[src/rtl/fpm_pkg.sv]
package fpm_pkg;

  typedef enum logic {
    EDGE_RISE = 1'b0,
    EDGE_FALL = 1'b1
  } fpm_edge_e;

  // pick one of the two detected backplane edges
  function automatic logic fpm_pick_edge(input fpm_edge_e sel,
                                         input logic rise,
                                         input logic fall);
    return (sel == EDGE_FALL) ? fall : rise;
  endfunction

endpackage

[src/rtl/fpm_edge_sel.sv]
module fpm_edge_sel
  import fpm_pkg::*;
(
  input  logic clk,
  input  logic rst_n,
  input  logic bck_i,
  input  logic fp_i,
  input  logic fp_inv,
  input  logic fp_fall,
  input  logic dat_fall,
  output logic smp_edge,
  output logic dat_edge,
  output logic fp_det
);

  logic bck_q, bck_d;
  logic fp_prev_q, fp_prev_d;
  logic rise, fall, fp_act;

  always_comb begin
    rise      = bck_i & ~bck_q;
    fall      = ~bck_i & bck_q;
    fp_act    = fp_i ^ fp_inv;
    smp_edge  = fpm_pick_edge(fpm_edge_e'(fp_fall), rise, fall);
    dat_edge  = fpm_pick_edge(fpm_edge_e'(dat_fall), rise, fall);
    // only the first sampling edge of an active pulse counts
    fp_det    = smp_edge & fp_act & ~fp_prev_q;
    bck_d     = bck_i;
    fp_prev_d = smp_edge ? fp_act : fp_prev_q;
  end

  always_ff @(posedge clk or negedge rst_n) begin
    if (!rst_n) begin
      bck_q     <= 1'b0;
      fp_prev_q <= 1'b0;
    end else begin
      bck_q     <= bck_d;
      fp_prev_q <= fp_prev_d;
    end
  end

endmodule

[src/rtl/fpm_spacing.sv]
module fpm_spacing #(
  parameter int FRAME_BITS = 1024
) (
  input  logic clk,
  input  logic rst_n,
  input  logic smp_edge,
  input  logic fp_det,
  input  logic dbl,
  input  logic clr,
  output logic chg_q
);

  localparam int CW = $clog2(FRAME_BITS);

  logic [CW-1:0] cnt_q, cnt_d;
  logic          half_q, half_d;
  logic          armed_q, armed_d;
  logic          chg_d, err;

  always_comb begin
    cnt_d   = cnt_q;
    half_d  = half_q;
    armed_d = armed_q;
    err     = 1'b0;
    if (fp_det) begin
      err     = armed_q & ((dbl & half_q) | (cnt_q != {CW{1'b1}}));
      cnt_d   = '0;
      half_d  = dbl;
      armed_d = 1'b1;
    end else if (smp_edge) begin
      if (dbl & half_q) begin
        half_d = 1'b0;
      end else begin
        cnt_d  = cnt_q + 1'b1;
        half_d = dbl;
      end
    end
    chg_d = err | (chg_q & ~clr);
  end

  always_ff @(posedge clk or negedge rst_n) begin
    if (!rst_n) begin
      cnt_q   <= '0;
      half_q  <= 1'b0;
      armed_q <= 1'b0;
      chg_q   <= 1'b0;
    end else begin
      cnt_q   <= cnt_d;
      half_q  <= half_d;
      armed_q <= armed_d;
      chg_q   <= chg_d;
    end
  end

endmodule

[src/rtl/fpm_dphase.sv]
module fpm_dphase (
  input  logic clk,
  input  logic rst_n,
  input  logic dat_edge,
  input  logic fp_det,
  input  logic dbl,
  input  logic upd_2nd,
  output logic upd
);

  logic dph_q, dph_d, cur;

  always_comb begin
    cur   = fp_det ? 1'b0 : dph_q;
    dph_d = dph_q;
    if (dat_edge) begin
      dph_d = ~cur;
    end else if (fp_det) begin
      dph_d = 1'b0;
    end
    upd = dat_edge & (~dbl | (cur == upd_2nd));
  end

  always_ff @(posedge clk or negedge rst_n) begin
    if (!rst_n) begin
      dph_q <= 1'b0;
    end else begin
      dph_q <= dph_d;
    end
  end

endmodule

[src/rtl/frame_pulse_monitor.sv]
module frame_pulse_monitor #(
  parameter int FRAME_BITS = 1024
) (
  input  logic clk,
  input  logic rst_n,
  input  logic bck_i,
  input  logic fp_i,
  input  logic cfg_fp_inv_i,
  input  logic cfg_fp_fall_i,
  input  logic cfg_dat_fall_i,
  input  logic cfg_dbl_i,
  input  logic cfg_upd_2nd_i,
  input  logic cfg_irq_en_i,
  input  logic clr_i,
  output logic frm_start_o,
  output logic dat_upd_o,
  output logic chg_ind_o,
  output logic irq_o
);

  logic rst_meta_q, rst_sync_q;
  logic smp_edge, dat_edge, fp_det, upd;
  logic frm_q, frm_d, upd_q, upd_d;

  // asynchronous assertion, synchronous release
  always_ff @(posedge clk or negedge rst_n) begin
    if (!rst_n) begin
      rst_meta_q <= 1'b0;
      rst_sync_q <= 1'b0;
    end else begin
      rst_meta_q <= 1'b1;
      rst_sync_q <= rst_meta_q;
    end
  end

  fpm_edge_sel edge_i (
    .clk      (clk),
    .rst_n    (rst_sync_q),
    .bck_i    (bck_i),
    .fp_i     (fp_i),
    .fp_inv   (cfg_fp_inv_i),
    .fp_fall  (cfg_fp_fall_i),
    .dat_fall (cfg_dat_fall_i),
    .smp_edge (smp_edge),
    .dat_edge (dat_edge),
    .fp_det   (fp_det)
  );

  fpm_spacing #(.FRAME_BITS(FRAME_BITS)) spc_i (
    .clk      (clk),
    .rst_n    (rst_sync_q),
    .smp_edge (smp_edge),
    .fp_det   (fp_det),
    .dbl      (cfg_dbl_i),
    .clr      (clr_i),
    .chg_q    (chg_ind_o)
  );

  fpm_dphase dph_i (
    .clk      (clk),
    .rst_n    (rst_sync_q),
    .dat_edge (dat_edge),
    .fp_det   (fp_det),
    .dbl      (cfg_dbl_i),
    .upd_2nd  (cfg_upd_2nd_i),
    .upd      (upd)
  );

  always_comb begin
    frm_d = fp_det;
    upd_d = upd;
  end

  always_ff @(posedge clk or negedge rst_sync_q) begin
    if (!rst_sync_q) begin
      frm_q <= 1'b0;
      upd_q <= 1'b0;
    end else begin
      frm_q <= frm_d;
      upd_q <= upd_d;
    end
  end

  assign frm_start_o = frm_q;
  assign dat_upd_o   = upd_q;
  assign irq_o       = chg_ind_o & cfg_irq_en_i;

endmodule

[config.mk]
export PLATFORM = sky130hd
export DESIGN_NAME = frame_pulse_monitor
export DESIGN_NICKNAME = d
export VERILOG_FILES = /design/src/rtl/fpm_pkg.sv /design/src/rtl/fpm_edge_sel.sv /design/src/rtl/fpm_spacing.sv /design/src/rtl/fpm_dphase.sv /design/src/rtl/frame_pulse_monitor.sv
export SDC_FILE = /design/constraint.sdc
export NUM_CORES = 1
export LEC_CHECK = 0
export CORE_MARGIN = 8
export CORE_UTILIZATION = 42
export DETAILED_ROUTE_END_ITERATION = 16
export RECOVER_POWER = 50
export SLEW_MARGIN = 20
export SYNTH_ARGS = -nofsm -noshare
export SYNTH_HDL_FRONTEND = slang
export SYNTH_SLANG_ARGS = --single-unit
[constraint.sdc]
create_clock -name clk -period 1.79 [get_ports clk]
set_clock_uncertainty 0.2 [all_clocks]
set_input_delay 0.358 -clock clk [delete_from_list [all_inputs] [get_ports clk]]
set_output_delay 0.358 -clock clk [all_outputs]
set_load 0.03 [all_outputs]
# Word-level counts from Yosys, hierarchy flattened
# Index checks and enable logic that the tools add are counted.
[word_totals]
regBits = 20
in_bits = 11
out_inout_bits = 4
word_cells = 47
[op_classes]
add_sub_neg = 1
n_eq_ne = 3
muxes = 11
n_bitwise = 19
reduce_logical = 2
[ops]
columns = ["op", "count"]
rows = [
  ["10-bit two-way mux", 3],
  ["10-bit by 1-bit adder with 10-bit output (second input constant)", 1],
  ["10-bit inequality test (second input constant)", 1],
  ["1-bit bitwise AND", 9],
  ["1-bit two-way mux", 8],
  ["1-bit inverter", 6],
  ["1-bit bitwise OR", 3],
  ["2-bit inequality test (second input constant)", 1],
  ["2-bit AND reduction", 1],
  ["2-bit nonzero test", 1],
  ["1-bit == test", 1],
  ["1-bit bitwise XOR", 1],
]

# Longest topological paths before layout
[logic_depth]
ltp_word = 9
ltp_mapped = 6
mapped_depth_nobuf = 5

# Hierarchy
# Synthesis repeated with hierarchy kept, for this count alone.
[unflattened]
hier_cells = 98
hier_area_um2 = 1008.5
[modules_own_cells]
columns = ["module", "n_inst", "cells_each", "area_each_um2", "seq_area_each_um2"]
rows = [
  ["fpm_spacing", 1, 68, 674.4, 325.3],
  ["fpm_edge_sel", 1, 18, 151.4, 50.0],
  ["frame_pulse_monitor", 1, 6, 110.1, 100.1],
  ["fpm_dphase", 1, 6, 72.6, 25.0],
]

# Worst setup path after synthesis
# OpenSTA, ideal clock, no wires.
[synth_path]
kind = "reg2reg"
from = "register edge_i.bck_q"
to = "register spc_i.cnt_q[7]"
setup_ns = 0.078
arrival_time_ns = 1.493
required_time_ns = 1.512
path_slack_ns = 0.019
stages_incl_launch_ff = 5
n_path_buf = 0
synth_period_minus_slack_ns = 1.771
cell_sequence = "dfrtp_1 nor3b_2 o21ai_2 or4_1 a21oi_1"
[synth_between]
elab_chain_len = 7
word_cells_on_any_way = 10
classes_between = "eq/ne (1); mux (2); bitwise (5); reduce/logical (2)"
[synth_rtl]
columns = ["item", "line", "text"]
rows = [
  ["start: declaration", "fpm_edge_sel.sv:16", "logic bck_q, bck_d;"],
  ["start signal: assignment", "fpm_edge_sel.sv:37", "bck_q <= bck_d;"],
  ["1-bit inverter", "fpm_edge_sel.sv:21", "rise = bck_i & ~bck_q;"],
  ["1-bit bitwise AND", "fpm_edge_sel.sv:21", ""],
  ["1-bit two-way mux (*)", "fpm_pkg.sv:12", "return (sel == EDGE_FALL) ? fall : rise;"],
  ["1-bit bitwise AND (2 in series)", "fpm_edge_sel.sv:27", "fp_det = smp_edge & fp_act & ~fp_prev_q;"],
  ["2-bit inequality test (no source line) or 2-bit nonzero test (tied branches)", "n/a", ""],
  ["2-bit AND reduction (no source line)", "n/a", ""],
  ["end signal: assignment", "fpm_spacing.sv:48", "cnt_q <= cnt_d;"],
  ["end: declaration", "fpm_spacing.sv:15", "logic [CW-1:0] cnt_q, cnt_d;"],
]
# Mark *: on every way between the ends. The rest lies on a longest branch, timed or not.
# A chain may end at the register's enable or synchronous reset.

# Worst setup path in the final report
[layout_path]
from = "register spc_i.cnt_q[1]"
to = "register spc_i.cnt_q[8]"
[layout_between]
elab_chain_len = 4
[layout_rtl]
columns = ["item", "line", "text"]
rows = [
  ["10-bit by 1-bit adder with 10-bit output", "fpm_spacing.sv:34", "cnt_d = cnt_q + 1'b1;"],
  ["10-bit two-way mux", "fpm_spacing.sv:31", "if (dbl & half_q) begin"],
  ["10-bit two-way mux", "fpm_spacing.sv:30", "end else if (smp_edge) begin"],
  ["10-bit two-way mux", "fpm_spacing.sv:25", "if (fp_det) begin"],
]
# Every way passes these cells. The select of a mux whose other input is x is not followed.

==> flow_summary.json <==
{
  "max_freq_mhz": 573,
  "irDropWorstVdd_v": 0.000682,
  "maxCapViolCount": 0,
  "swShare_pct": 30.7,
  "async_flop_share_pct": 100,
  "antenna_found_initial": 0,
  "grt_overflow": 0,
  "grt_pass1_vias": 890,
  "numPortBuffers": 14,
  "layout-drive-gt1-share_pct": 29.4,
  "rows": 17,
  "yosysWarnings": 0,
  "critPathKind": "reg -> reg",
  "regArea_um2": 502,
  "hold_path_class": "in -> async",
  "die_h_um": 64.4,
  "ant_nets": 0,
  "critPathBufInv": 0,
  "synthesis.nets": 109,
  "dieWidth_um": 64.4,
  "setup_ws_ps": 44.9,
  "internal_power_mw": 0.826,
  "critPathMaxStageDelay_ps": 520,
  "p_sw_mw": 0.366,
  "crit_arrival_ps": 1780,
  "viasPerCell": 5.21,
  "finalCriticalPeriod_ps": 1750,
  "drt_iter0_markers": 20,
  "core_area_um2": 2210,
  "nNetsFinal": 150,
  "yosysUniqueCellTypes": 38,
  "p_total_mw": 1.19,
  "worst_pin_slew_ps": 730,
  "place_congestion": 0.844,
  "rsz0062_at_grt": "true",
  "ys.flop_type": "dfrtp_1",
  "r2r_cells": 5,
  "critPathTopFamily": "simple AND/OR/NAND/NOR gates",
  "seq_area_frac_synth_pct": 50.9,
  "yosysMostFrequentCell": "dfrtp_1",
  "ys_ff_latch": 20,
  "power_leakage_nw": 0.613,
  "end_kind": "flip-flop",
  "drv_slew": 0,
  "start_util_pct": 44.5,
  "antenna_cells_inserted": 0,
  "cts_root_buf": "clkbuf_4",
  "drc": 0,
  "yosysTopAreaCellShare_pct": 50.9,
  "finalNonFillerCells": 164,
  "fin_worst_hold_slack_ps": 80.2,
  "path_depth": 5,
  "cts_tree": "done",
  "startpoint_type": "flip-flop",
  "grt_max_degree": 14,
  "clock_latency_ps": 290,
  "syn_inst": 97,
  "fin_area_um2": 1390,
  "slew_headroom_pct": 51.4,
  "vias": 854,
  "crit_fanout": 3,
  "track_usage_pct": 11.2,
  "syn_area_um2": 983,
  "finalSetupTns_ps": 0,
  "ios": 15,
  "worstPathRequired_ps": 1820,
  "crit_slowest_cell": "or4_4",
  "fin_crit_sh_pct": 97.5,
  "synth_common_cells": "dfrtp_1, nand2_1, a21oi_1",
  "placed_area_um2": 1260,
  "synth-edff-count": 0,
  "dp_cells": 153,
  "yosys.area.top_type": "dfrtp_1",
  "fillers": 194,
  "avgSynthCellArea_um2": 10.1,
  "power_frac_comb_pct": 30.8,
  "dp_hpwl_mm": 1.59,
  "clock_path_buffers": 2,
  "outcome": "complete, no violations",
  "cts.sinks": 20,
  "area_growth_pct": 41.7,
  "hold_violations": 0,
  "routed_wl_mm": 2.13,
  "worstPathCellList": "ha_2 > and3_4 > nand3_4 > or4_4 > a21oi_2",
  "dp_worst_setup_slack_ps": -423,
  "fin_util_pct": 63.0,
  "cts_buffers": 3,
  "clkPwrFrac_pct": 17.0,
  "firstDrtPassIters": 4,
  "multi_input_area_um2": 505,
  "ctsHtreeMaxLevel": 1,
  "die_area_um2": 4150,
  "powerDensity_nw_per_um2": 855,
  "seq_power_share_pct": 52.2,
  "clk_pin_slew_worst_paths_ps": 100,
  "grt_first_pass_wirelength_mm": 3.80,
  "wire_per_inst_um": 13.0,
  "setup_viol": 0,
  "synth.area.top_cells": "dfrtp_1, a21oi_1, xor2_1"
}
## cell usage in the layout (no fill, tap or decap), drive strengths merged
| cell | count |
|---|---|
| nor2b | 1 |
| dfrtp | 20 |
| and3b | 1 |
| clkbuf | 5 |
| or4 | 3 |
| o32ai | 1 |
| o211a | 1 |
| or3 | 3 |
| nor2 | 5 |
| nand3b | 1 |
| a221oi | 1 |
| nand2b | 2 |
| o21ai | 6 |
| conb | 1 |
| o311ai | 1 |
| nand4 | 2 |
| dlygate4sd3 | 2 |
| a311oi | 1 |
| o31ai | 3 |
| inv | 4 |
| o22ai | 2 |
| or2 | 1 |
| clkdlybuf4s50 | 7 |
| nor3 | 2 |
| nand2 | 8 |
| a21oi | 7 |
| ha | 1 |
| mux2i | 1 |
| and3 | 1 |
| o21a | 1 |
| and2 | 2 |
| dlygate4sd2 | 5 |
| xor2 | 4 |
| or2b | 1 |
| xnor2 | 1 |
| buf | 23 |
| nor3b | 1 |
| o211ai | 2 |
| nand3 | 2 |
## path summary, 6_finish.rpt
path                            slack, ps        endpoint            from
worst min register to register        160      rst_sync_q      rst_meta_q
max in group asynchronous             680    edge_i.bck_q      rst_sync_q
min in group clk                      160      rst_sync_q      rst_meta_q
worst max-delay path                   40  spc_i.cnt_q[8]  spc_i.cnt_q[1]
worst max register to register         40  spc_i.cnt_q[8]  spc_i.cnt_q[1]
worst min-delay path                   80      rst_sync_q           rst_n
## power by group through the flow
| stage | sequential, mW | combinational (mW) | clock (mW) |
|---|---|---|---|
| global route | 0.641 | 0.415 | 0.224 |
| CTS | 0.621 | 0.330 | 0.214 |
| finish | 0.623 | 0.367 | 0.202 |
| floorplan | 0.630 | 0.178 | 0 |
| detailed placement | 0.633 | 0.315 | 0 |
| global placement | 0.625 | 0.302 | 0 |
## cells by family (layout without fill, tap and decap cells)
family	count (synthesis)	count (layout)	share of synthesized area, %
compound gates	26	26	17.4
xor+xnor	5	5	4.45
fa+ha+maj	1	1	1.27
buf+inv	7	46	3.94
flops	20	20	50.9
mux	1	1	1.02
other cells	1	1	0.381
simple gates	36	36	20.6
## timing repair
item	4_1_cts	5_1_grt
hold buffers	1	0
endpoints found under the hold margin	5	0
buffers inserted	2	5
setup endpoints to repair	14	8
pin swaps	2	5
resized for setup	12	8
## worst register-to-register path, cell delays in order, from the launching register on
cell,delay [ps]
dfrtp_1,370
ha_2,190
and3_4,200
nand3_4,80
or4_4,520
a21oi_2,140
## final cells by class
type,instances,share of cell area (%)
Inverter,4,1.08
Timing Repair Buffer,39,22.5
Multi-Input combinational cell,70,36.3
Sequential cell,20,36.0
Clock buffer,3,1.62
Tap cell,28,2.51
## registers in the layout, indices dropped and copies added, names as in the netlist
register,cells
rst_meta_q,1
spc_i.armed_q,1
dph_i.dph_q,1
spc_i.cnt_q,10
rst_sync_q,1
edge_i.bck_q,1
dat_upd_o,1
spc_i.chg_q,1
spc_i.half_q,1
edge_i.fp_prev_q,1
frm_start_o,1
## metal layers
layer	part of all wire [%]	up-vias	global-route usage [%]	routed length (um)
met5	0	-	0	0
met4	0.66	0	3.81	14
met3	4.0	2	3.83	85
met2	49	15	18.5	1040
met1	47	405	13.2	993
li1	-	432	-	-
(Power assumes the default switching activity.)
